`src/rtl/brs_pkg.sv`:
```
// Package brs_pkg
// Shared helpers for the burst read sequencer. Holds the latency
// selection function used when a burst is loaded.
package brs_pkg;

    // Returns the long or short latency value based on a select bit.
    function automatic int unsigned lat_pick(input logic sel,
                                             input int unsigned short_v,
                                             input int unsigned long_v);
        return sel ? long_v : short_v;
    endfunction

endpackage

```
`src/rtl/brs_mode_regs.sv`:
```
// Module brs_mode_regs
// Holds the wrap/linear order bit and the synchronous read enable bit.
// Each bit flips on a one-cycle toggle pulse. The next value of the sync
// bit is also output, so downstream logic can act on it in the same cycle.
// Assumes toggle pulses come from an upstream command decoder.
module brs_mode_regs #(
    parameter bit WRAP_DEFAULT = 1'b1
) (
    input  logic clk,
    input  logic rst_n,
    input  logic tog_wrap,
    input  logic tog_sync,
    output logic sync_mode,
    output logic sync_nxt,
    output logic wrap_mode
);

    // Next value of the sync bit after a possible toggle.
    always_comb sync_nxt = sync_mode ^ tog_sync;

    // Mode bit registers with reset defaults.
    always_ff @(posedge clk) begin
        if (!rst_n) begin
            sync_mode <= 1'b0;
            wrap_mode <= WRAP_DEFAULT;
        end else begin
            sync_mode <= sync_nxt;
            wrap_mode <= wrap_mode ^ tog_wrap;
        end
    end

endmodule

```
`src/rtl/brs_addr_latch.sv`:
```
// Module brs_addr_latch
// Captures the burst base address on a read load, and the write address
// on a write load. A strobe pulses for one cycle after a write load.
// Assumes the load qualifiers are decoded by the parent.
module brs_addr_latch #(
    parameter int AW = 18
) (
    input  logic          clk,
    input  logic          rst_n,
    input  logic          rd_load,
    input  logic          wr_load,
    input  logic [AW-1:0] addr_in,
    output logic [AW-1:0] base,
    output logic [AW-1:0] waddr,
    output logic          waddr_stb
);

    // Burst base register; written only on a read load.
    always_ff @(posedge clk) begin
        if (!rst_n)       base <= '0;
        else if (rd_load) base <= addr_in;
    end

    // Write address register and its one-cycle strobe.
    always_ff @(posedge clk) begin
        if (!rst_n) begin
            waddr     <= '0;
            waddr_stb <= 1'b0;
        end else begin
            waddr_stb <= wr_load;
            if (wr_load) waddr <= addr_in;
        end
    end

endmodule

```
`src/rtl/brs_burst_ctr.sv`:
```
// Module brs_burst_ctr
// Controls the burst. It counts the first-word latency, then presents
// BURST_LEN words, spaced by the next-word latency, and ends after the
// last word. adv_n high holds the current word. A read load restarts
// the burst. Clearing sync mode cancels it. Both latency selects are
// captured at the load edge.
module brs_burst_ctr #(
    parameter int BURST_LEN   = 4,
    parameter int FIRST_SHORT = 3,
    parameter int FIRST_LONG  = 4,
    parameter int NEXT_SHORT  = 1,
    parameter int NEXT_LONG   = 2,
    localparam int IDX_W = $clog2(BURST_LEN),
    localparam int LAT_W = $clog2(FIRST_LONG + NEXT_LONG + 1)
) (
    input  logic             clk,
    input  logic             rst_n,
    input  logic             rd_load,
    input  logic             sync_nxt,
    input  logic             adv_n,
    input  logic             cfg_first_long,
    input  logic             cfg_next_long,
    output logic [IDX_W-1:0] idx,
    output logic             word_vld
);
    import brs_pkg::*;

    localparam logic [IDX_W-1:0] LAST_IDX = IDX_W'(BURST_LEN - 1);

    logic             busy;
    logic             next_long_q;
    logic [LAT_W-1:0] wait_cnt;
    logic [LAT_W-1:0] first_reload;
    logic [LAT_W-1:0] next_reload;

    // Counter reload values; the next-word value comes from the captured select.
    always_comb begin
        first_reload = LAT_W'(lat_pick(cfg_first_long, FIRST_SHORT, FIRST_LONG) - 1);
        next_reload  = LAT_W'(lat_pick(next_long_q, NEXT_SHORT, NEXT_LONG) - 1);
    end

    // Burst state machine: load, first latency, word stepping and end of burst.
    always_ff @(posedge clk) begin
        if (!rst_n) begin
            busy        <= 1'b0;
            word_vld    <= 1'b0;
            idx         <= '0;
            wait_cnt    <= '0;
            next_long_q <= 1'b0;
        end else if (!sync_nxt) begin
            busy     <= 1'b0;
            word_vld <= 1'b0;
        end else if (rd_load) begin
            busy        <= 1'b1;
            word_vld    <= 1'b0;
            idx         <= '0;
            wait_cnt    <= first_reload;
            next_long_q <= cfg_next_long;
        end else if (busy) begin
            if (!word_vld) begin
                if (wait_cnt == '0) begin
                    word_vld <= 1'b1;
                    wait_cnt <= next_reload;
                end else begin
                    wait_cnt <= wait_cnt - 1'b1;
                end
            end else if (!adv_n) begin
                if (wait_cnt != '0) begin
                    wait_cnt <= wait_cnt - 1'b1;
                end else if (idx == LAST_IDX) begin
                    busy     <= 1'b0;
                    word_vld <= 1'b0;
                end else begin
                    idx      <= idx + 1'b1;
                    wait_cnt <= next_reload;
                end
            end
        end
    end

endmodule

```
`src/rtl/brs_addr_gen.sv`:
```
// Module brs_addr_gen
// Builds the array word address from the base and the burst index.
// In wrap order, only the low index-width bits count, modulo the burst
// length. In linear order, the full address adds the index with carry.
// Purely combinational.
module brs_addr_gen #(
    parameter int AW        = 18,
    parameter int BURST_LEN = 4,
    localparam int IDX_W = $clog2(BURST_LEN)
) (
    input  logic [AW-1:0]    base,
    input  logic [IDX_W-1:0] idx,
    input  logic             wrap_mode,
    output logic [AW-1:0]    arr_addr
);

    logic [AW-1:0]    lin_addr;
    logic [IDX_W-1:0] low_wrap;

    // Both orderings are computed; the mode bit picks one.
    always_comb begin
        lin_addr = base + AW'(idx);
        low_wrap = base[IDX_W-1:0] + idx;
    end

    generate
        if (IDX_W < AW) begin : g_split
            // Upper bits stay fixed in wrap order.
            always_comb arr_addr = wrap_mode ? {base[AW-1:IDX_W], low_wrap} : lin_addr;
        end else begin : g_full
            // Index covers the whole address: both orders match modulo 2^AW.
            always_comb arr_addr = wrap_mode ? AW'(low_wrap) : lin_addr;
        end
    endgenerate

endmodule

```
`src/rtl/brs_out_gate.sv`:
```
// Module brs_out_gate
// Registers the data-bus drive enable from the sampled output enable,
// output disable and chip enable. Output disable wins over output enable.
// Drive requires sync mode to be on after this edge.
module brs_out_gate (
    input  logic clk,
    input  logic rst_n,
    input  logic sync_nxt,
    input  logic ce_n,
    input  logic oe_n,
    input  logic od_n,
    output logic dq_oe
);

    // Drive enable register, off in reset.
    always_ff @(posedge clk) begin
        if (!rst_n) dq_oe <= 1'b0;
        else        dq_oe <= sync_nxt & ~ce_n & ~oe_n & od_n;
    end

endmodule

```
`src/rtl/burst_rd_seq.sv`:
```
// Module burst_rd_seq
// Top level of the synchronous burst read address sequencer. It decodes
// read and write loads from the strobes, captures addresses, runs the
// latency and burst counters, builds the word address, and gates the
// data-bus drive. Assumes all inputs are synchronous to clk and that the
// toggle pulses last one cycle.
module burst_rd_seq #(
    parameter int AW           = 18,
    parameter int BURST_LEN    = 4,
    parameter int FIRST_SHORT  = 3,
    parameter int FIRST_LONG   = 4,
    parameter int NEXT_SHORT   = 1,
    parameter int NEXT_LONG    = 2,
    parameter bit WRAP_DEFAULT = 1'b1
) (
    input  logic          clk,
    input  logic          rst_n,
    input  logic          ce_n,
    input  logic          ld_n,
    input  logic          wr_rd,
    input  logic          adv_n,
    input  logic          oe_n,
    input  logic          od_n,
    input  logic [AW-1:0] addr_in,
    input  logic          tog_wrap,
    input  logic          tog_sync,
    input  logic          cfg_first_long,
    input  logic          cfg_next_long,
    output logic [AW-1:0] arr_addr,
    output logic          word_vld,
    output logic          data_vld,
    output logic          dq_oe,
    output logic [AW-1:0] waddr,
    output logic          waddr_stb,
    output logic          sync_mode,
    output logic          wrap_mode
);

    localparam int IDX_W = $clog2(BURST_LEN);

    logic             sync_nxt;
    logic             rd_load;
    logic             wr_load;
    logic [AW-1:0]    base;
    logic [IDX_W-1:0] idx;

    // Load decode: the read load needs sync mode; the write load does not.
    always_comb begin
        rd_load = ~ce_n & ~ld_n &  wr_rd & sync_mode;
        wr_load = ~ce_n & ~ld_n & ~wr_rd;
    end

    brs_mode_regs #(.WRAP_DEFAULT(WRAP_DEFAULT)) u_mode (
        .clk       (clk),
        .rst_n     (rst_n),
        .tog_wrap  (tog_wrap),
        .tog_sync  (tog_sync),
        .sync_mode (sync_mode),
        .sync_nxt  (sync_nxt),
        .wrap_mode (wrap_mode)
    );

    brs_addr_latch #(.AW(AW)) u_latch (
        .clk       (clk),
        .rst_n     (rst_n),
        .rd_load   (rd_load),
        .wr_load   (wr_load),
        .addr_in   (addr_in),
        .base      (base),
        .waddr     (waddr),
        .waddr_stb (waddr_stb)
    );

    brs_burst_ctr #(
        .BURST_LEN   (BURST_LEN),
        .FIRST_SHORT (FIRST_SHORT),
        .FIRST_LONG  (FIRST_LONG),
        .NEXT_SHORT  (NEXT_SHORT),
        .NEXT_LONG   (NEXT_LONG)
    ) u_ctr (
        .clk            (clk),
        .rst_n          (rst_n),
        .rd_load        (rd_load),
        .sync_nxt       (sync_nxt),
        .adv_n          (adv_n),
        .cfg_first_long (cfg_first_long),
        .cfg_next_long  (cfg_next_long),
        .idx            (idx),
        .word_vld       (word_vld)
    );

    brs_addr_gen #(.AW(AW), .BURST_LEN(BURST_LEN)) u_agen (
        .base      (base),
        .idx       (idx),
        .wrap_mode (wrap_mode),
        .arr_addr  (arr_addr)
    );

    brs_out_gate u_gate (
        .clk      (clk),
        .rst_n    (rst_n),
        .sync_nxt (sync_nxt),
        .ce_n     (ce_n),
        .oe_n     (oe_n),
        .od_n     (od_n),
        .dq_oe    (dq_oe)
    );

    // Valid data only while a word is presented and the bus is driven.
    always_comb data_vld = dq_oe & word_vld;

endmodule

```
`config.mk`:
```
export PLATFORM = sky130hd
export DESIGN_NAME = burst_rd_seq
export DESIGN_NICKNAME = d
export VERILOG_FILES = /design/src/rtl/brs_pkg.sv /design/src/rtl/brs_mode_regs.sv /design/src/rtl/brs_addr_latch.sv /design/src/rtl/brs_burst_ctr.sv /design/src/rtl/brs_addr_gen.sv /design/src/rtl/brs_out_gate.sv /design/src/rtl/burst_rd_seq.sv
export SDC_FILE = /design/constraint.sdc
export NUM_CORES = 1
export LEC_CHECK = 0
export BUFFER_PORTS_ARGS = -buffer_cell sky130_fd_sc_hd__buf_2
export CAP_MARGIN = 40
export CELL_PAD_IN_SITES_DETAIL_PLACEMENT = 0
export CELL_PAD_IN_SITES_GLOBAL_PLACEMENT = 1
export CORE_MARGIN = 5
export CORE_UTILIZATION = 37
export DETAILED_ROUTE_END_ITERATION = 8
export GPL_TIMING_DRIVEN = 1
export PLACE_DENSITY_LB_ADDON = 0.1
export SLEW_MARGIN = 20
export SYNTH_ARGS = -nofsm -noshare
export SYNTH_HDL_FRONTEND = slang
export SYNTH_HIERARCHICAL = 1
export SYNTH_SLANG_ARGS = --single-unit
```
`constraint.sdc`:
```
create_clock -name clk -period 3.1 [get_ports clk]
set_input_delay 0.155 -clock clk [delete_from_list [all_inputs] [get_ports clk]]
set_output_delay 0.155 -clock clk [all_outputs]
set_load 0.02 [all_outputs]
```
; Word-level counts from Yosys, hierarchy flattened
; Index checks and enable logic that the tools add are counted.
[word_totals]
in_bits = 30
ff_bits = 48
[classes]
eq_ne = 6
n_reduce_logical = 9
bitwise = 16
add_sub_neg = 6
n_mux = 24
[op_table]
columns = operator, n
row1 = 2-to-1 mux 3 bit, 8
row2 = adder 18 x 2 -> 18 bit, 1
row3 = 2-to-1 mux 18 bit, 1
row4 = 2-to-1 mux 2 bit, 7
row5 = "subtractor 3 x 1 -> 3 bit, second input constant", 3
row6 = AND 1 bit, 8
row7 = 2-to-1 mux 1 bit, 8
row8 = inverter 1 bit, 6
row9 = AND reduction 6 bit, 1
row10 = "!= test 2 bit, second input constant", 2
row11 = "!= test 4 bit, second input constant", 1
row12 = AND reduction 2 bit, 2
row13 = AND reduction 4 bit, 1
row14 = nonzero test 2 bit, 2
row15 = logical NOT 3 bit, 1
row16 = "!= test 3 bit, second input constant", 1
row17 = nonzero test 3 bit, 1
row18 = OR reduction 3 bit, 1
row19 = "adder 2 x 1 -> 2 bit, second input constant", 1
row20 = adder 2 bit, 1
row21 = "== test 2 bit, second input constant", 1
row22 = "!= test 2 x 1 -> 1 bit, second input constant", 1
row23 = XOR 1 bit, 2

; Logic depth before layout (Yosys ltp)
[logic_depth]
word_depth = 8
ltp_mapped = 6

; By module
; The synthesis kept the hierarchy.
[modules_own_cells]
columns = mod, instances, area_each_um2, cells_each, seq_area_each_um2
row1 = brs_addr_latch, 1, 1407.6, 117, 740.7
row2 = brs_burst_ctr, 1, 439.2, 50, 160.2
row3 = brs_addr_gen, 1, 356.6, 46, 0.0
row4 = brs_mode_regs, 1, 67.6, 6, 40.0
row5 = brs_out_gate, 1, 32.5, 3, 20.0
row6 = burst_rd_seq, 1, 23.8, 3, 0.0

; Worst setup path after synthesis
; No wires, ideal clock.
[synth_path]
path_kind = flip-flop to output port
start = reg u_ctr.idx[0]
end = out arr_addr[12]
arrival_ns = 1.618
setup_slack_ns = 1.327
stages_incl_launch_ff = 7
path_cell_list = dfxtp_1 -> ha_1 -> fa_1 -> nand3b_1 -> nor3_2 -> nand3_1 -> xnor2_1
[synth_between]
elab_chain_len = 2
[synth_lines]
columns = element, line_no
row1 = from (decl), brs_burst_ctr.sv:23  ; output logic [IDX_W-1:0] idx,
row2 = from (signal assigned), brs_burst_ctr.sv:74  ; idx <= idx + 1'b1;
row3 = adder 18 x 2 -> 18 bit, brs_addr_gen.sv:22  ; lin_addr = base + AW'(idx);
row4 = 2-to-1 mux 18 bit, brs_addr_gen.sv:29  ; always_comb arr_addr = wrap_mode ? {base[AW-1:IDX_W], low_wrap} : lin_addr;
row5 = to (decl), burst_rd_seq.sv:29  ; output logic [AW-1:0] arr_addr,
; Every way passes these cells.

; Worst setup path in the final report
; Ends and elaborated chain as after synthesis.

==> flow_summary.json <==
{
  "slew_violations": 0,
  "rsz0062_at_grt": "no",
  "reg2regPathDepth": 5,
  "dieArea_um2": 7980,
  "crit_path_end_kind": "output pin",
  "layout_setup_ws_ns": 0.893,
  "synth_top_family_by_area": "simple AND/OR/NAND/NOR gates",
  "cts_sinks": 48,
  "fin_tns_setup_ns": 0,
  "dr.pass1.iters": 4,
  "maxCapViolations": 0,
  "htree_levels": 2,
  "ys.warnings.count": 6,
  "period_share": 0.712,
  "placedCellCount": 363,
  "crit_type": "flip-flop to output pin",
  "path_max_fanout": 4,
  "routed_via_density": 4.73,
  "synthSimpleGateAreaFrac": 0.244,
  "grt_use_total": 0.132,
  "r2r-start": "u_mode/sync_mode",
  "fmax_mhz": 453,
  "syn-cell-area_um2": 2330,
  "synthMuxAreaShare": 0.168,
  "synth.avg_cell_area_um2": 10.3,
  "synthAdderAreaFrac": 0.0247,
  "synthTopCellsByArea": "dfxtp_1, mux2i_1, nor2b_1",
  "yosysTopAreaCell": "dfxtp_1",
  "r2r_end": "u_ctr/wait_cnt[0]",
  "synthCells": 225,
  "busiest_layer": "met2",
  "powerDensity_nw_per_um2": 401,
  "maxSlewHeadroom": 0.523,
  "ioPinCount": 72,
  "wirelength_um": 5120,
  "preCtsSetupSlack_ns": 1.21,
  "endpoint": "arr_addr[12]",
  "cts_max_path_buffers": 2,
  "drive_gt1_frac": 0.305,
  "fin_nets": 329,
  "setup_viol": 0,
  "cts_inserted_buffers": 5,
  "drc": 0,
  "wl_per_cell_um": 13.8,
  "globalplace.congestion": 0.840,
  "syn_nets": 259,
  "post_cts_buffers": 0,
  "ctsResizeCount": 0,
  "use_met3": 0.0341,
  "grt_pass1_wl_um": 8010,
  "drt-initial-drc-count": 59,
  "power.leakage_nw": 1.15,
  "core_um2": 6030,
  "required_ns": 2.94,
  "antenna_found_initial": 0,
  "use_met2": 0.202,
  "fillers": 616,
  "ys_ff_latch": 48,
  "synth.distinct_cells": 40,
  "synth-compound-area-share": 0.0376,
  "place.port_buffers": 71,
  "grt_pass1_vias": 1680,
  "status": "finished, final reports clean",
  "placementRows": 28,
  "clkTransAtPathRegs_ns": 0.09,
  "finalHoldViolCount": 0,
  "die_h_um": 89.3,
  "hold_buffers": 0,
  "cp-start-kind": "flip-flop",
  "cts_tree": "done",
  "grt_max_degree": 49,
  "hold_path_class": "input pin to flip-flop",
  "met1_usage": 0.179,
  "vias": 1750,
  "grt_overflow": 0,
  "clk_latency_ns": 0.30,
  "skew_ns": 0.00566,
  "startpoint": "u_ctr/idx[0]",
  "regToRegSetupSlack_ns": 1.32,
  "cts_root_buf": "clkbuf_8",
  "area_growth_pct": 19.5,
  "crit_arrival_ns": 2.05,
  "ant_nets": 0,
  "synth_top_area_share": 0.413,
  "ys_seq_area_frac": 0.413,
  "instances_no_fill": 370,
  "dpl.hpwl_um": 3790,
  "chipWidth_um": 89.3,
  "fin_total_pwr_mw": 1.12,
  "initial_core_util": 0.386,
  "worst_slew_pin_slew_ns": 0.715,
  "synth_xor_area_frac": 0.0677,
  "antenna_cells": 0,
  "vdd_drop_max_mv": 0.241,
  "fin_crit_ns": 2.21
}
-- cells in the final DEF, fill, tap and decap left out, types with 2 or more instances in the layout --
cell type  count
nand3_1        8
nand2_1       12
nor3_1         4
o41ai_1        2
nor2_1         6
clkbuf_8       5
nor2b_1       36
nor3_2         2
nand4_1        2
ha_1           3
nand3b_1       2
and3_1         2
and2_1         2
a21oi_1        5
and4_1         2
xor2_1         5
dfxtp_1       48
mux2i_1       39
buf_2         71
buf_4          2
o21ai_0        2
inv_1          3
nand2b_1       2
xnor2_1       13
-- kinds of logic (layout without fill, tap and decap cells) --
family                     Yosys count  after routing
and+or+nand+nor                     91             91
DFF                                 48             48
muxes                               39             39
xor gates and xnor gates            18             18
buffers and inverters               13             83
AOI/OAI and AO/OA                   12             12
adders and majority gates            4              4
-- cells in the mapped netlist --
cell type	instances
clkbuf_2	1
nor2_1	6
nand4_2	1
nor4b_1	1
o21ai_0	2
fa_1	1
buf_6	3
inv_1	3
and3b_4	1
o41ai_1	2
o31a_2	1
and2_2	1
nor2b_1	36
nor4_4	1
ha_1	3
nor4bb_1	1
nand2_1	12
xnor2_1	13
and2_1	2
buf_12	2
nand4b_1	1
nand2b_1	2
dfxtp_1	48
or3_1	1
clkbuf_1	4
nor3_2	1
and4bb_2	1
nand4_1	2
nor3_1	5
o311ai_0	1
xor2_1	5
and4_1	2
nand3b_1	2
nand3_2	1
a21oi_1	5
mux2i_1	39
and3_1	2
or3_2	1
nand3_1	8
o32ai_2	1
-- registers in the layout, summed over array words and instances, names as in the netlist --
signal,count
u_ctr/idx,2
u_gate/dq_oe,1
u_mode/sync_mode,1
u_latch/waddr,18
u_mode/wrap_mode,1
u_ctr/busy,1
u_ctr/word_vld,1
u_latch/waddr_stb,1
u_ctr/wait_cnt,3
u_latch/base,18
u_ctr/next_long_q,1
-- worst max-delay path, cell delays in order (launching register included) --
cell      delay, ns
dfxtp_1        0.38
ha_1           0.21
fa_1           0.20
nand3b_1       0.14
nor3_2         0.37
nand3_1        0.14
xnor2_1        0.13
buf_2          0.18
-- area by class of cell --
class / instances / area [um2] / share of cell area
multi-input combinational: 164 / 1270 / 0.455
sequential: 48 / 961 / 0.346
timing repair buffer: 73 / 370 / 0.133
tap: 75 / 93.8 / 0.0338
clock buffer: 6 / 72.6 / 0.0261
inverter: 3 / 11.3 / 0.00405
clock inverter: 1 / 5.00 / 0.00180
-- report_power, final --
group / switching [mW] / total, mW / internal, mW
registers: 0.0107 / 0.642 / 0.631
clock network: 0.197 / 0.351 / 0.154
logic: 0.0673 / 0.123 / 0.0554
-- worst min-delay path by stage --
| stage | end | slack [ns] | start | depth (start not counted) |
|---|---|---|---|---|
| finish | u_gate/dq_oe | 0.04 | ce_n | 2 |
| global route | u_gate/dq_oe | 0.04 | ce_n | 2 |
| CTS | u_gate/dq_oe | 0.03 | ce_n | 2 |
| detailed placement | u_gate/dq_oe | 0.36 | ce_n | 2 |
| global placement | u_gate/dq_oe | 0.35 | ce_n | 2 |
| floorplan | u_mode/wrap_mode | 0.22 | rst_n | 1 |
-- stage by stage --
step                hold WS, ns   util  area (um2)
finish                   0.0432  0.461        2780
global route             0.0445  0.461        2780
CTS                      0.0314  0.461        2780
detailed placement        0.357  0.449        2700
global placement          0.354  0.449        2700
floorplan                 0.217      -        2330
-- metal layers --
layer,vias up,routed length (um)
met1,782,2460
li1,914,-
met4,0,61
met2,47,2270
met5,-,0
met3,7,338
(Power assumes the default switching activity.)
